File: src/rtl/flagcond_pkg.sv
package flagcond_pkg;

  typedef enum logic [2:0] {
    OP_ADD  = 3'd0,
    OP_SUB  = 3'd1,
    OP_AND  = 3'd2,
    OP_OR   = 3'd3,
    OP_XOR  = 3'd4,
    OP_CMP  = 3'd5,
    OP_TST  = 3'd6,
    OP_PASS = 3'd7
  } alu_op_e;

  // Odd codes are the complement of the even code below them.
  typedef enum logic [3:0] {
    CC_ZS = 4'd0,  CC_ZC = 4'd1,
    CC_CS = 4'd2,  CC_CC = 4'd3,
    CC_SS = 4'd4,  CC_SC = 4'd5,
    CC_VS = 4'd6,  CC_VC = 4'd7,
    CC_UHI = 4'd8, CC_ULE = 4'd9,
    CC_SGE = 4'd10, CC_SLT = 4'd11,
    CC_SGT = 4'd12, CC_SLE = 4'd13,
    CC_ALW = 4'd14, CC_NEV = 4'd15
  } cond_e;

  typedef struct packed {
    logic c;
    logic s;
    logic z;
    logic v;
  } flags_t;

endpackage

File: src/rtl/flag_gen.sv
module flag_gen
  import flagcond_pkg::*;
#(
  parameter int W = 8
) (
  input  alu_op_e        op,
  input  logic [W-1:0]   a,
  input  logic [W-1:0]   b,
  output logic [W-1:0]   res,
  output flags_t         flg,
  output logic           wb_en
);
  localparam int MSB = W - 1;

  logic         sub_mode;
  logic         arith;
  logic [W-1:0] b_eff;
  logic [W:0]   full_sum;
  logic [W-1:0] low_sum;
  logic         carry_into_msb;

  // Adder shared by add, subtract and compare; subtract injects ~B and +1.
  always_comb begin
    sub_mode = (op == OP_SUB) || (op == OP_CMP);
    arith    = sub_mode || (op == OP_ADD);
    b_eff    = sub_mode ? ~b : b;
    full_sum = {1'b0, a} + {1'b0, b_eff} + {{W{1'b0}}, sub_mode};
    low_sum  = {1'b0, a[W-2:0]} + {1'b0, b_eff[W-2:0]} + {{(W-1){1'b0}}, sub_mode};
    carry_into_msb = low_sum[W-1];
  end

  always_comb begin
    unique case (op)
      OP_ADD, OP_SUB, OP_CMP: res = full_sum[W-1:0];
      OP_AND, OP_TST:         res = a & b;
      OP_OR:                  res = a | b;
      OP_XOR:                 res = a ^ b;
      OP_PASS:                res = b;
      default:                res = '0;
    endcase
  end

  always_comb begin
    flg.c = arith & full_sum[W];
    flg.v = arith & (carry_into_msb ^ full_sum[W]);
    flg.s = res[MSB];
    flg.z = ~|res;
    wb_en = !((op == OP_CMP) || (op == OP_TST));
  end

  always_comb begin
    if (op == OP_ADD) begin
      assert_add_sum_R2: assert ({flg.c, res} == ({1'b0, a} + {1'b0, b}))
        else $error("add carry/result mismatch");
    end
    if (sub_mode) begin
      assert_sub_noborrow_R3: assert (flg.c == (a >= b))
        else $error("subtract carry is not the no-borrow bit");
      assert_sub_signed_R10: assert ((flg.s ^ flg.v) == ($signed(a) < $signed(b)))
        else $error("subtract S^V disagrees with signed less-than");
    end
  end

endmodule

File: src/rtl/flag_reg.sv
module flag_reg
  import flagcond_pkg::*;
(
  input  logic   clk,
  input  logic   rst_n,
  input  logic   load,
  input  flags_t d,
  output flags_t q
);
  always_ff @(posedge clk or negedge rst_n) begin
    if (!rst_n)    q <= '0;
    else if (load) q <= d;
  end

  assert_load_capture_R6: assert property (@(posedge clk) disable iff (!rst_n)
    load |=> (q == $past(d)))
    else $error("status did not capture the accepted flags");

  assert_idle_hold_R6: assert property (@(posedge clk) disable iff (!rst_n)
    !load |=> $stable(q))
    else $error("status changed without an accepted operation");

endmodule

File: src/rtl/cond_eval.sv
module cond_eval
  import flagcond_pkg::*;
(
  input  flags_t      flg,
  input  logic [3:0]  code,
  output logic        taken
);
  localparam int NPAIR = 8;

  logic [NPAIR-1:0] base;
  logic             sgn_lt;

  // base[k] is the predicate of even code 2k; the odd code inverts it.
  always_comb begin
    sgn_lt  = flg.s ^ flg.v;
    base[0] = flg.z;
    base[1] = flg.c;
    base[2] = flg.s;
    base[3] = flg.v;
    base[4] = flg.c & ~flg.z;
    base[5] = ~sgn_lt;
    base[6] = ~flg.z & ~sgn_lt;
    base[7] = 1'b1;
    taken   = base[code[3:1]] ^ code[0];
  end

  always_comb begin
    if (code == CC_ALW) begin
      assert_always_taken_R11: assert (taken) else $error("always code not taken");
    end
    if (code == CC_NEV) begin
      assert_never_taken_R11: assert (!taken) else $error("never code taken");
    end
    if (code == CC_UHI && taken) begin
      assert_higher_needs_carry_R9: assert (flg.c && !flg.z)
        else $error("unsigned higher taken without carry");
    end
    if (code == CC_SGT && taken) begin
      assert_greater_needs_nonzero_R10: assert (!flg.z)
        else $error("signed greater taken on equal");
    end
  end

endmodule

File: src/rtl/flagcond_top.sv
module flagcond_top
  import flagcond_pkg::*;
#(
  parameter int W = 8
) (
  input  logic         clk,
  input  logic         rst_n,
  input  logic         op_valid,
  output logic         op_ready,
  input  logic [2:0]   op_sel,
  input  logic [W-1:0] opnd_a,
  input  logic [W-1:0] opnd_b,
  output logic [W-1:0] result,
  output logic         result_we,
  output logic [3:0]   status,
  input  logic [3:0]   cond_sel,
  output logic         cond_true
);
  flags_t next_flags;
  flags_t cur_flags;
  logic   accept;

  assign op_ready = 1'b1;
  assign accept   = op_valid & op_ready;

  flag_gen #(.W(W)) u_gen (
    .op    (alu_op_e'(op_sel)),
    .a     (opnd_a),
    .b     (opnd_b),
    .res   (result),
    .flg   (next_flags),
    .wb_en (result_we)
  );

  flag_reg u_reg (
    .clk   (clk),
    .rst_n (rst_n),
    .load  (accept),
    .d     (next_flags),
    .q     (cur_flags)
  );

  cond_eval u_cond (
    .flg   (cur_flags),
    .code  (cond_sel),
    .taken (cond_true)
  );

  assign status = cur_flags;

  assert_probe_no_writeback_R7: assert property (@(posedge clk) disable iff (!rst_n)
    ((op_sel == 3'd5) || (op_sel == 3'd6)) |-> !result_we)
    else $error("compare or test raised write-back");

endmodule

File: config.mk
export PLATFORM = sky130hd
export DESIGN_NAME = flagcond_top
export DESIGN_NICKNAME = d
export VERILOG_FILES = /design/src/rtl/flagcond_pkg.sv /design/src/rtl/flag_gen.sv /design/src/rtl/flag_reg.sv /design/src/rtl/cond_eval.sv /design/src/rtl/flagcond_top.sv
export SDC_FILE = /design/constraint.sdc
export NUM_CORES = 1
export LEC_CHECK = 0
export BUFFER_PORTS_ARGS = -buffer_cell sky130_fd_sc_hd__buf_2
export CORE_MARGIN = 2
export CORE_UTILIZATION = 35
export CTS_CLUSTER_SIZE = 10
export DETAILED_ROUTE_END_ITERATION = 6
export GPL_TIMING_DRIVEN = 0
export SLEW_MARGIN = 20
export SYNTH_ARGS = -nofsm -noshare
export SYNTH_HDL_FRONTEND = slang
export SYNTH_SLANG_ARGS = --single-unit
File: constraint.sdc
create_clock -name clk -period 3.7 [get_ports clk]
set_input_delay 0.74 -clock clk [delete_from_list [all_inputs] [get_ports clk]]
set_output_delay 0.74 -clock clk [all_outputs]
set_load 0.01 [all_outputs]
==> results.toml, run 1 <==
[setup_path]
timing.critical_path.to_type = "output port"
crit_path_max_fo = 8
critical_path.reg2reg.endpoint = "u_reg.q[2]$_DFFE_PN0P_"
worst_ep_required_time_ns = 2.96
regToRegSetupSlack_ns = 2.92
startpoint_of_the_lowest_slack_register_to_register_path = "u_reg.q[2]$_DFFE_PN0P_"
critPathArrivalTime_ns = 2.85
reg2reg_depth = 1
crit_type = "primary input to output port"
startpoint_type = "primary input"

[sta]
slew_viol_final = 0
finalSetupViolations = 0
finClkSkew_ns = 0
fmax_mhz = 278
post-route-min-period_ns = 3.59
layout_worst_path_cycle_share = 0.971
finalHoldViolations = 0
fin_tns_setup_ns = 0
final.hold.worst_slack_ns = 0.323

[synth]
synth_top_flop_cell = "dfrtp_1"
syn_area_per_cell_um2 = 7.61
ys_types = 50
netlist.area_leader.share = 0.224
post_synth_and_or_nand_nor_area_fraction = 0.204
synth_warnings = 0
synth_seq_cells = 4
ys_seq_area_frac = 0.0747
edff_count_synth = 0
netlist_area_um2 = 1340
ys_async_sr_fraction = 1.00
synth_mux_area_frac = 0.0560
largest_family_of_logic_cells_by_synthesized_area = "adder cells"
synth_xor_xnor_area_share = 0.0850
yosys_top_cell_by_area = "ha_1"
syn_nets = 227
synth-adder-area-share = 0.239
share_of_the_synthesized_area_in_compound_gates_ao_oa_aoi_oai = 0.232
yosys-top-cells-area = "ha_1 22%, dfrtp_1 7.5%, inv_1 6.7%, xnor2_1 6.5%, nand2b_1 3.7%"
postSynthCellCount = 176

[die]
start_util = 0.366
floorplan.rows = 22
die_area_um2 = 4340
placeableCoreArea_um2 = 3660
die_width_um = 65.9
io_pins = 41
fp.dieH_um = 65.9

[clock_tree]
cts_h_tree_depth = 1
tritoncts.num_buffers = 3
ctsLongestPathBuffers = 2
insertion_delay_to_the_later_sink_of_the_worst_skew_pair_ns = 0.21
root_buffer = "clkbuf_8"
holdBufCountCts = 0
clkSinkCount = 4
tritoncts_clock_tree = "done"
clk_pin_slew_worst_paths_ns = 0.03

[drt]
detail_route.wirelength_mm = 3.34
route.antenna.remaining_nets = 0
post-route-drc-count = 0
drt_first_iter_violations = 80
drt-vias-per-instance = 4.92
detailedRoute.firstPassIterationCount = 4
post_drt_wl_per_cell_um = 12.2
routed_vias = 1344

[placed_design]
dp_cells = 262
gpl.final_weighted_congestion = 0.788
dp.final_hpwl_mm = 2.63
io_buffer_count = 38

[global_routing]
top_usage_layer = "met2"
globalRoute.totalOverflow = 0
grt_pass1_vias = 1147
antenna_found_initial = 0
met3_usage = 0.00681
grt_max_degree = 20
global_route_wire_length_before_repair_mm = 5.35
use_met1 = 0.227
globalRouteMet2Util = 0.253
groute.usage.overall = 0.154

[cells_and_area]
layout_commonest_cell = "buf_2"
layout.cells.most_common_list = "37 x buf_2, 23 x inv_1, 22 x ha_1, 12 x nand2_1, 12 x buf_4"
registers.top_by_ff_count = "u_reg.q"
post-route-util = 0.479
area_growth_pct = 31.0
ratio_of_cells_with_drive_above_1_in_the_final_layout = 0.324
combined_area_of_the_multi_input_logic_cells_um2 = 1140
fillers = 404
sequential_cell_area_um2 = 100
finalNonFillerCells = 273
reg_top3 = "u_reg.q: 4 flops"
antenna_cells = 0
finish.net_count = 278
largest_register_ffs = 4

[power]
power.leakage_nw = 0.888
power_per_cell_area_nw_per_um2 = 238
irDropWorstVdd_uv = 90.6

[run]
max-cap-violations = 0

[min_path]
hold_class = "primary input to asynchronous set/reset pin"

[outcome]
status = "complete, no violations"
## per-layer routing
metal	routed length (um)	part of all wire
met2	1530	0.46
met1	1680	0.50
met3	126	0.038
met4	0	0
met5	0	0
## synthesized netlist by cell type (all sizes together) (3+ instances only)
library cell,count
buf,4
clkbuf,5
a21oi,8
xor2,3
nor3,3
mux2i,3
xnor2,10
ha,24
dfrtp,4
o21ai,10
inv,24
nand2,13
nor2,10
and2,4
nand2b,8
nor3b,3
## power by group
part	leakage [nW]	total, W	switching, W	internal [W]
clock network	0.0216	0.0000898	0.0000206	0.0000692
registers	0.0524	0.0000554	0.00000564	0.0000498
logic	0.814	0.000272	0.000138	0.000133
## how the worst max path moves through the flow
stage                    from        end
finish              op_sel[1]  result[7]
detailed placement  op_sel[1]  result[7]
floorplan           op_sel[1]  result[7]
global route        op_sel[1]  result[7]
global placement    op_sel[1]  result[7]
CTS                 op_sel[1]  result[7]
## worst max-delay path: stages
cell	delay, ns
buf_8	0.11
clkinvlp_4	0.12
nand2_8	0.09
buf_4	0.15
xnor2_1	0.16
ha_2	0.33
o21a_1	0.12
o221a_2	0.30
a21oi_2	0.18
xor2_1	0.19
a21oi_2	0.09
buf_4	0.14
buf_2	0.13
## through the flow
stage	instance area [um^2]	total power, W	worst slack (ns)
6_report	1760	0.000417	0.109
5_1_grt	1760	0.000453	-0.00670
4_1_cts	1660	0.000400	-0.0356
3_5_place_dp	1590	0.000300	-0.678
3_3_place_gp	1590	0.000298	-0.677
2_1_floorplan	1340	0.000222	0.0537
## kinds of logic after synthesis
kind of cell    Yosys count
compound gates           43
xor+xnor                 13
fa+ha+maj                25
buf+inv                  33
flops                     4
mux                       6
other cells               1
simple gates             51
## final cells by class
type	count	share of cell area
Buffer	7	0.0278
Clock buffer	3	0.0235
Inverter	24	0.0535
Multi-Input combinational cell	139	0.647
Sequential cell	4	0.0570
Tap cell	48	0.0342
Timing Repair Buffer	48	0.157
## repair_timing
| item | 4_1_cts | 5_1_grt |
|---|---|---|
| setup endpoints to repair | 8 | 2 |
| hold endpoints to repair | 0 | 0 |
| pin swaps | 0 | 8 |
| buffers inserted | 1 | 9 |
| gates resized for setup | 6 | 8 |
No activity file was read; power rests on OpenSTA's default activity.
==> run 2, diff against run 1 <==
--- a/config.mk
+++ b/config.mk
@@ -5,6 +5,7 @@
 export SDC_FILE = /design/constraint.sdc
 export NUM_CORES = 1
 export LEC_CHECK = 0
+export ABC_AREA = 1
 export BUFFER_PORTS_ARGS = -buffer_cell sky130_fd_sc_hd__buf_2
 export CORE_MARGIN = 2
 export CORE_UTILIZATION = 35
==> run 2 against run 1 <==
  * Utilization is 3.4 points lower
  * Design area fell by 5.8%
  * Routed wire length increased by 0.33%
  * Critical path type unchanged
==> results.toml, run 2 <==
[drt]
drt_first_iter_violations = 59
drt-vias-per-instance = 4.85
detailedRoute.firstPassIterationCount = 4
post_drt_wl_per_cell_um = 11.0
post-route-drc-count = 0
route.antenna.remaining_nets = 0
detail_route.wirelength_mm = 3.36
routed_vias = 1475

[synth]
synth_warnings = 0
syn_nets = 267
yosys_top_cell_by_area = "ha_1"
synth_top_flop_cell = "dfrtp_1"
synth_seq_cells = 4
netlist.area_leader.share = 0.220
netlist_area_um2 = 1370
syn_area_per_cell_um2 = 6.33
postSynthCellCount = 216
ys_async_sr_fraction = 1.00
edff_count_synth = 0
post-synth-top-count-cell = "nand2_1"
ys_seq_area_frac = 0.0732
yosys-top-cells-area = "ha_1 22%, nand2_1 12%, inv_1 9.9%, nand3_1 8.8%, dfrtp_1 7.3%"
synth_top_cells_by_count = "45 x nand2_1, 36 x inv_1, 24 x ha_1, 24 x nand3_1, 21 x nor2_1"
ys_types = 36

[clock_tree]
insertion_delay_to_the_later_sink_of_the_worst_skew_pair_ns = 0.21
cts_h_tree_depth = 1
tritoncts_clock_tree = "done"
holdBufCountCts = 0
clk_pin_slew_worst_paths_ns = 0.03
clkSinkCount = 4
ctsLongestPathBuffers = 2
postCtsSetupRepairBufs = 0
root_buffer = "clkbuf_8"
tritoncts.num_buffers = 3
cts-resized-gates = 0

[setup_path]
worst_ep_required_time_ns = 2.96
worstPathBufferInverterCount = 5
crit_type = "primary input to output port"
critical_path.slowest_cell = "ha_1"
critical_path.max_stage_delay_ns = 0.34
timing.critical_path.to_type = "output port"
startpoint_of_the_lowest_slack_register_to_register_path = "u_reg.q[3]$_DFFE_PN0P_"
critPathArrivalTime_ns = 2.80
critical_path.cell_chain = "buf_2, inv_2, nand2_8, xor2_1, ha_1, a21o_1, a21boi_0, nand2_2, nand2_1, nand3_1, o21ai_2, inv_1, buf_4, buf_2"
crit_path_max_fo = 9
startpoint_type = "primary input"
timing.critical_path.max_delay_family = "compound AO/OA/AOI/OAI gates"
path_common_cell = "buf_2"
worstSetupStartpoint = "op_sel[1]"

[global_routing]
grt_max_degree = 11
grt_pass1_vias = 1272
groute.usage.overall = 0.157
globalRoute.totalOverflow = 0
antenna_found_initial = 0
global_route_wire_length_before_repair_mm = 5.51

[power]
irDropWorstVdd_uv = 98.8
overall_power_w = 0.000388
power.leakage_nw = 0.987
power_per_cell_area_nw_per_um2 = 234

[die]
start_util = 0.368
die_width_um = 66.5
io_pins = 41
placeableCoreArea_um2 = 3720
floorplan.rows = 22
fp.dieH_um = 66.5
die_area_um2 = 4420

[sta]
grt_setup_unrepaired = "false"
finClkSkew_ns = 0
fmax_mhz = 283
finalHoldViolations = 0
maxSlewHeadroom = 0.628
finalSetupViolations = 0
timing_worst_slew_pin_value_ns = 0.551
post-route-min-period_ns = 3.54
fin_tns_setup_ns = 0
layout_worst_path_cycle_share = 0.955
slew_viol_final = 0

[min_path]
hold_class = "primary input to asynchronous set/reset pin"

[cells_and_area]
layout.cells.most_common_list = "45 x nand2_1, 37 x buf_2, 36 x inv_1, 24 x nand3_1, 24 x ha_1"
finalNonFillerCells = 304
finalInstanceArea_um2 = 1650
registers.top_by_ff_count = "u_reg.q"
area_growth_pct = 21.0
fillers = 412
ratio_of_cells_with_drive_above_1_in_the_final_layout = 0.227
largest_register_ffs = 4
finish.net_count = 309
antenna_cells = 0
layout_commonest_cell = "nand2_1"
reg_top3 = "u_reg.q: 4 flops"

[placed_design]
dp.final_hpwl_mm = 2.80
io_buffer_count = 37
gpl.final_weighted_congestion = 0.844
dpl_cell_area_um2 = 1610
dp_cells = 301

[run]
max-cap-violations = 0

[outcome]
status = "complete, no violations"
-- run 2: metrics by stage --
step,utilization,hold WS (ns),setup slack [ns]
after floorplan,-,0.444,0.621
after global placement,0.434,0.532,0.186
after detailed placement,0.434,0.525,0.189
after CTS,0.445,0.322,0.182
after global routing,0.445,0.330,0.0504
final,0.445,0.323,0.165
-- run 2: kinds of logic after synthesis --
logic type | Yosys count | share of synthesized area
adder cells (fa/ha/maj) | 25 | 0.234
flip-flops | 4 | 0.0732
AO/OA/AOI/OAI | 26 | 0.128
AND/OR/NAND/NOR | 105 | 0.353
XOR/XNOR | 12 | 0.0769
other | 1 | 0.00274
buffers and inverters | 43 | 0.132
-- run 2: layout make-up --
cell class / instances / area (um^2) / area share
repair buffers: 37 / 185 / 0.112
inverters: 39 / 146 / 0.0885
clock buffers: 3 / 41.3 / 0.0250
well taps: 48 / 60.1 / 0.0363
plain buffers: 4 / 33.8 / 0.0204
flip-flops and latches: 4 / 100 / 0.0605
multi-input cells: 169 / 1090 / 0.657
-- run 2: layer usage --
metal  wire length (um)  vias to the layer above  global-route usage
li1                   -                      777                   -
met1               1610                      660               0.229
met2               1540                       38               0.258
met3                201                        0              0.0169
met4                  0                        0              0.0153
met5                  0                        -                   0
-- run 2: where the power goes --
part / switching, W / internal [W] / leakage (nW) / total [W]
registers: 0.00000595 / 0.0000493 / 0.0530 / 0.0000553
clock network: 0.0000197 / 0.0000691 / 0.0216 / 0.0000888
logic: 0.000144 / 0.000100 / 0.913 / 0.000244
total: 0.000169 / 0.000218 / 0.987 / 0.000388
-- run 2: final timing paths --
kind / endpoint / slack [ns] / cells after the start
max in group asynchronous: u_reg.q[1]$_DFFE_PN0P_ / 3.26 / 1
min in group clk: u_reg.q[1]$_DFFE_PN0P_ / 0.52 / 2
worst max register to register: u_reg.q[3]$_DFFE_PN0P_ / 2.98 / 1
worst min register to register: u_reg.q[1]$_DFFE_PN0P_ / 0.52 / 2
worst min-delay path: u_reg.q[0]$_DFFE_PN0P_ / 0.32 / 1
worst max-delay path: result[7] / 0.16 / 14
==> run 3, diff against run 2 <==
--- a/config.mk
+++ b/config.mk
@@ -8,10 +8,11 @@
 export ABC_AREA = 1
 export BUFFER_PORTS_ARGS = -buffer_cell sky130_fd_sc_hd__buf_2
 export CORE_MARGIN = 2
-export CORE_UTILIZATION = 35
+export CORE_UTILIZATION = 45
 export CTS_CLUSTER_SIZE = 10
 export DETAILED_ROUTE_END_ITERATION = 6
 export GPL_TIMING_DRIVEN = 0
+export PLACE_DENSITY = 0.71
 export SLEW_MARGIN = 20
 export SYNTH_ARGS = -nofsm -noshare
 export SYNTH_HDL_FRONTEND = slang
==> constraint.sdc (replaced) <==
create_clock -name clk -period 4.6 [get_ports clk]
set_input_delay 0.92 -clock clk [delete_from_list [all_inputs] [get_ports clk]]
set_output_delay 0.92 -clock clk [all_outputs]
set_load 0.01 [all_outputs]
==> run 3 against run 2 <==
  * Sequential share of layout area up 0.14 points
  * Hold slack gained 0.14 ns
  * Critical path depth is the same
  * Clock power fell by 48%
  * Critical path type unchanged
  * Largest power group unchanged
  * Highest routed layer is now met4
==> results.toml, run 3 (synthesis gave the netlist of run 2 again) <==
[outcome]
status = "complete, no violations"

[die]
die_width_um = 59.1
floorplan.rows = 20
placeableCoreArea_um2 = 2980
die_area_um2 = 3500
start_util = 0.459
io_pins = 41
fp.dieH_um = 59.1

[cells_and_area]
layout.cells.most_common_list = "45 x nand2_1, 37 x buf_2, 36 x inv_1, 24 x nand3_1, 24 x ha_1"
reg_top3 = "u_reg.q: 4 flops"
finalNonFillerCells = 289
antenna_cells = 0
registers.top_by_ff_count = "u_reg.q"
combined_area_of_the_multi_input_logic_cells_um2 = 1090
sequential_cell_area_um2 = 100
fillers = 318
largest_register_ffs = 4
finish.net_count = 309
layout_commonest_cell = "nand2_1"
area_growth_pct = 18.2
ratio_of_cells_with_drive_above_1_in_the_final_layout = 0.227

[sta]
finClkSkew_ns = 0
fin_tns_setup_ns = 0
finalHoldViolations = 0
fmax_mhz = 260
slew_viol_final = 0
final.setup.worst_slack_ns = 0.748
layout_worst_path_cycle_share = 0.837
post-route-min-period_ns = 3.85
finalSetupViolations = 0
grt_setup_unrepaired = "false"
maxSlewHeadroom = 0.614
timing_worst_slew_pin_value_ns = 0.577

[run]
max-cap-violations = 0

[placed_design]
gpl.final_weighted_congestion = 0.840
dp_slack_ns = 0.745
io_buffer_count = 37
dp.final_hpwl_mm = 2.67
dp_cells = 286

[clock_tree]
holdBufCountCts = 0
cts_h_tree_depth = 1
postCtsSetupRepairBufs = 0
cts-resized-gates = 0
tritoncts_clock_tree = "done"
clkSinkCount = 4
clk_pin_slew_worst_paths_ns = 0.04
insertion_delay_to_the_later_sink_of_the_worst_skew_pair_ns = 0.25
ctsLongestPathBuffers = 2
tritoncts.num_buffers = 3
root_buffer = "clkbuf_4"

[setup_path]
crit_type = "primary input to output port"
startpoint_of_the_lowest_slack_register_to_register_path = "u_reg.q[3]$_DFFE_PN0P_"
timing.critical_path.to_type = "output port"
startpoint_type = "primary input"
critPathArrivalTime_ns = 2.93
worstSetupStartpoint = "op_sel[1]"
crit_path_max_fo = 9
worst_ep_required_time_ns = 3.68

[drt]
detail_route.wirelength_mm = 3.19
route.antenna.remaining_nets = 0
post_drt_wl_per_cell_um = 11.0
drt_first_iter_violations = 51
post-route-drc-count = 0
routed_vias = 1454
detailedRoute.firstPassIterationCount = 4
drt-vias-per-instance = 5.03

[global_routing]
globalRouteMet2Util = 0.337
global_route_wire_length_before_repair_mm = 5.36
groute.usage.overall = 0.197
top_usage_layer = "met2"
antenna_found_initial = 0
grt_pass1_vias = 1264
grt_max_degree = 11
globalRoute.totalOverflow = 0
use_met1 = 0.276
met3_usage = 0.00655

[power]
power_per_cell_area_nw_per_um2 = 177
power.leakage_nw = 0.979
irDropWorstVdd_uv = 59.5

[min_path]
hold_class = "primary input to asynchronous set/reset pin"
run 3: layout make-up:
cell class	count	area share
Multi-Input combinational cell	169	0.673
Timing Repair Buffer	37	0.115
Inverter	39	0.0906
Sequential cell	4	0.0619
Tap cell	33	0.0255
Buffer	4	0.0209
Clock buffer	3	0.0139
run 3: per-layer routing:
layer  vias to the layer above  share of wire
li1                        778              -
met1                       643           0.51
met2                        31           0.46
met3                         2          0.030
met4                         0         0.0056
met5                         -              0
run 3: path summary, 6_finish.rpt:
check	to	slack, ns	cells past startpoint
worst min-delay path	u_reg.q[3]$_DFFE_PN0P_	0.47	1
worst max register to register	u_reg.q[3]$_DFFE_PN0P_	3.88	1
worst max-delay path	result[7]	0.75	14
max in group asynchronous	u_reg.q[1]$_DFFE_PN0P_	4.01	1
min in group clk	u_reg.q[1]$_DFFE_PN0P_	0.52	2
worst min register to register	u_reg.q[1]$_DFFE_PN0P_	0.52	2
run 3: worst max-delay path, stage by stage:
cell and delay (ns):
buf_2 0.13, inv_2 0.15, nand2_8 0.11, xor2_1 0.16
ha_1 0.34, a21o_1 0.21, a21boi_0 0.26, nand2_2 0.10
nand2_1 0.07, nand3_1 0.08, o21ai_2 0.09, inv_1 0.06
buf_4 0.12, buf_2 0.12
run 3: metrics by stage:
step	area (um^2)	hold WS (ns)	total power [W]	util
detailed placement	1590	0.515	0.000240	0.535
finish	1620	0.466	0.000286	0.543
CTS	1620	0.473	0.000286	0.543
floorplan	1370	0.548	0.000182	-
global route	1620	0.473	0.000316	0.543
global placement	1590	0.527	0.000238	0.535
run 3: power by group:
group,total (W),switching (W),internal (W)
registers,0.0000444,0.00000477,0.0000396
logic,0.000195,0.000115,0.0000806
clock network,0.0000459,0.0000166,0.0000293
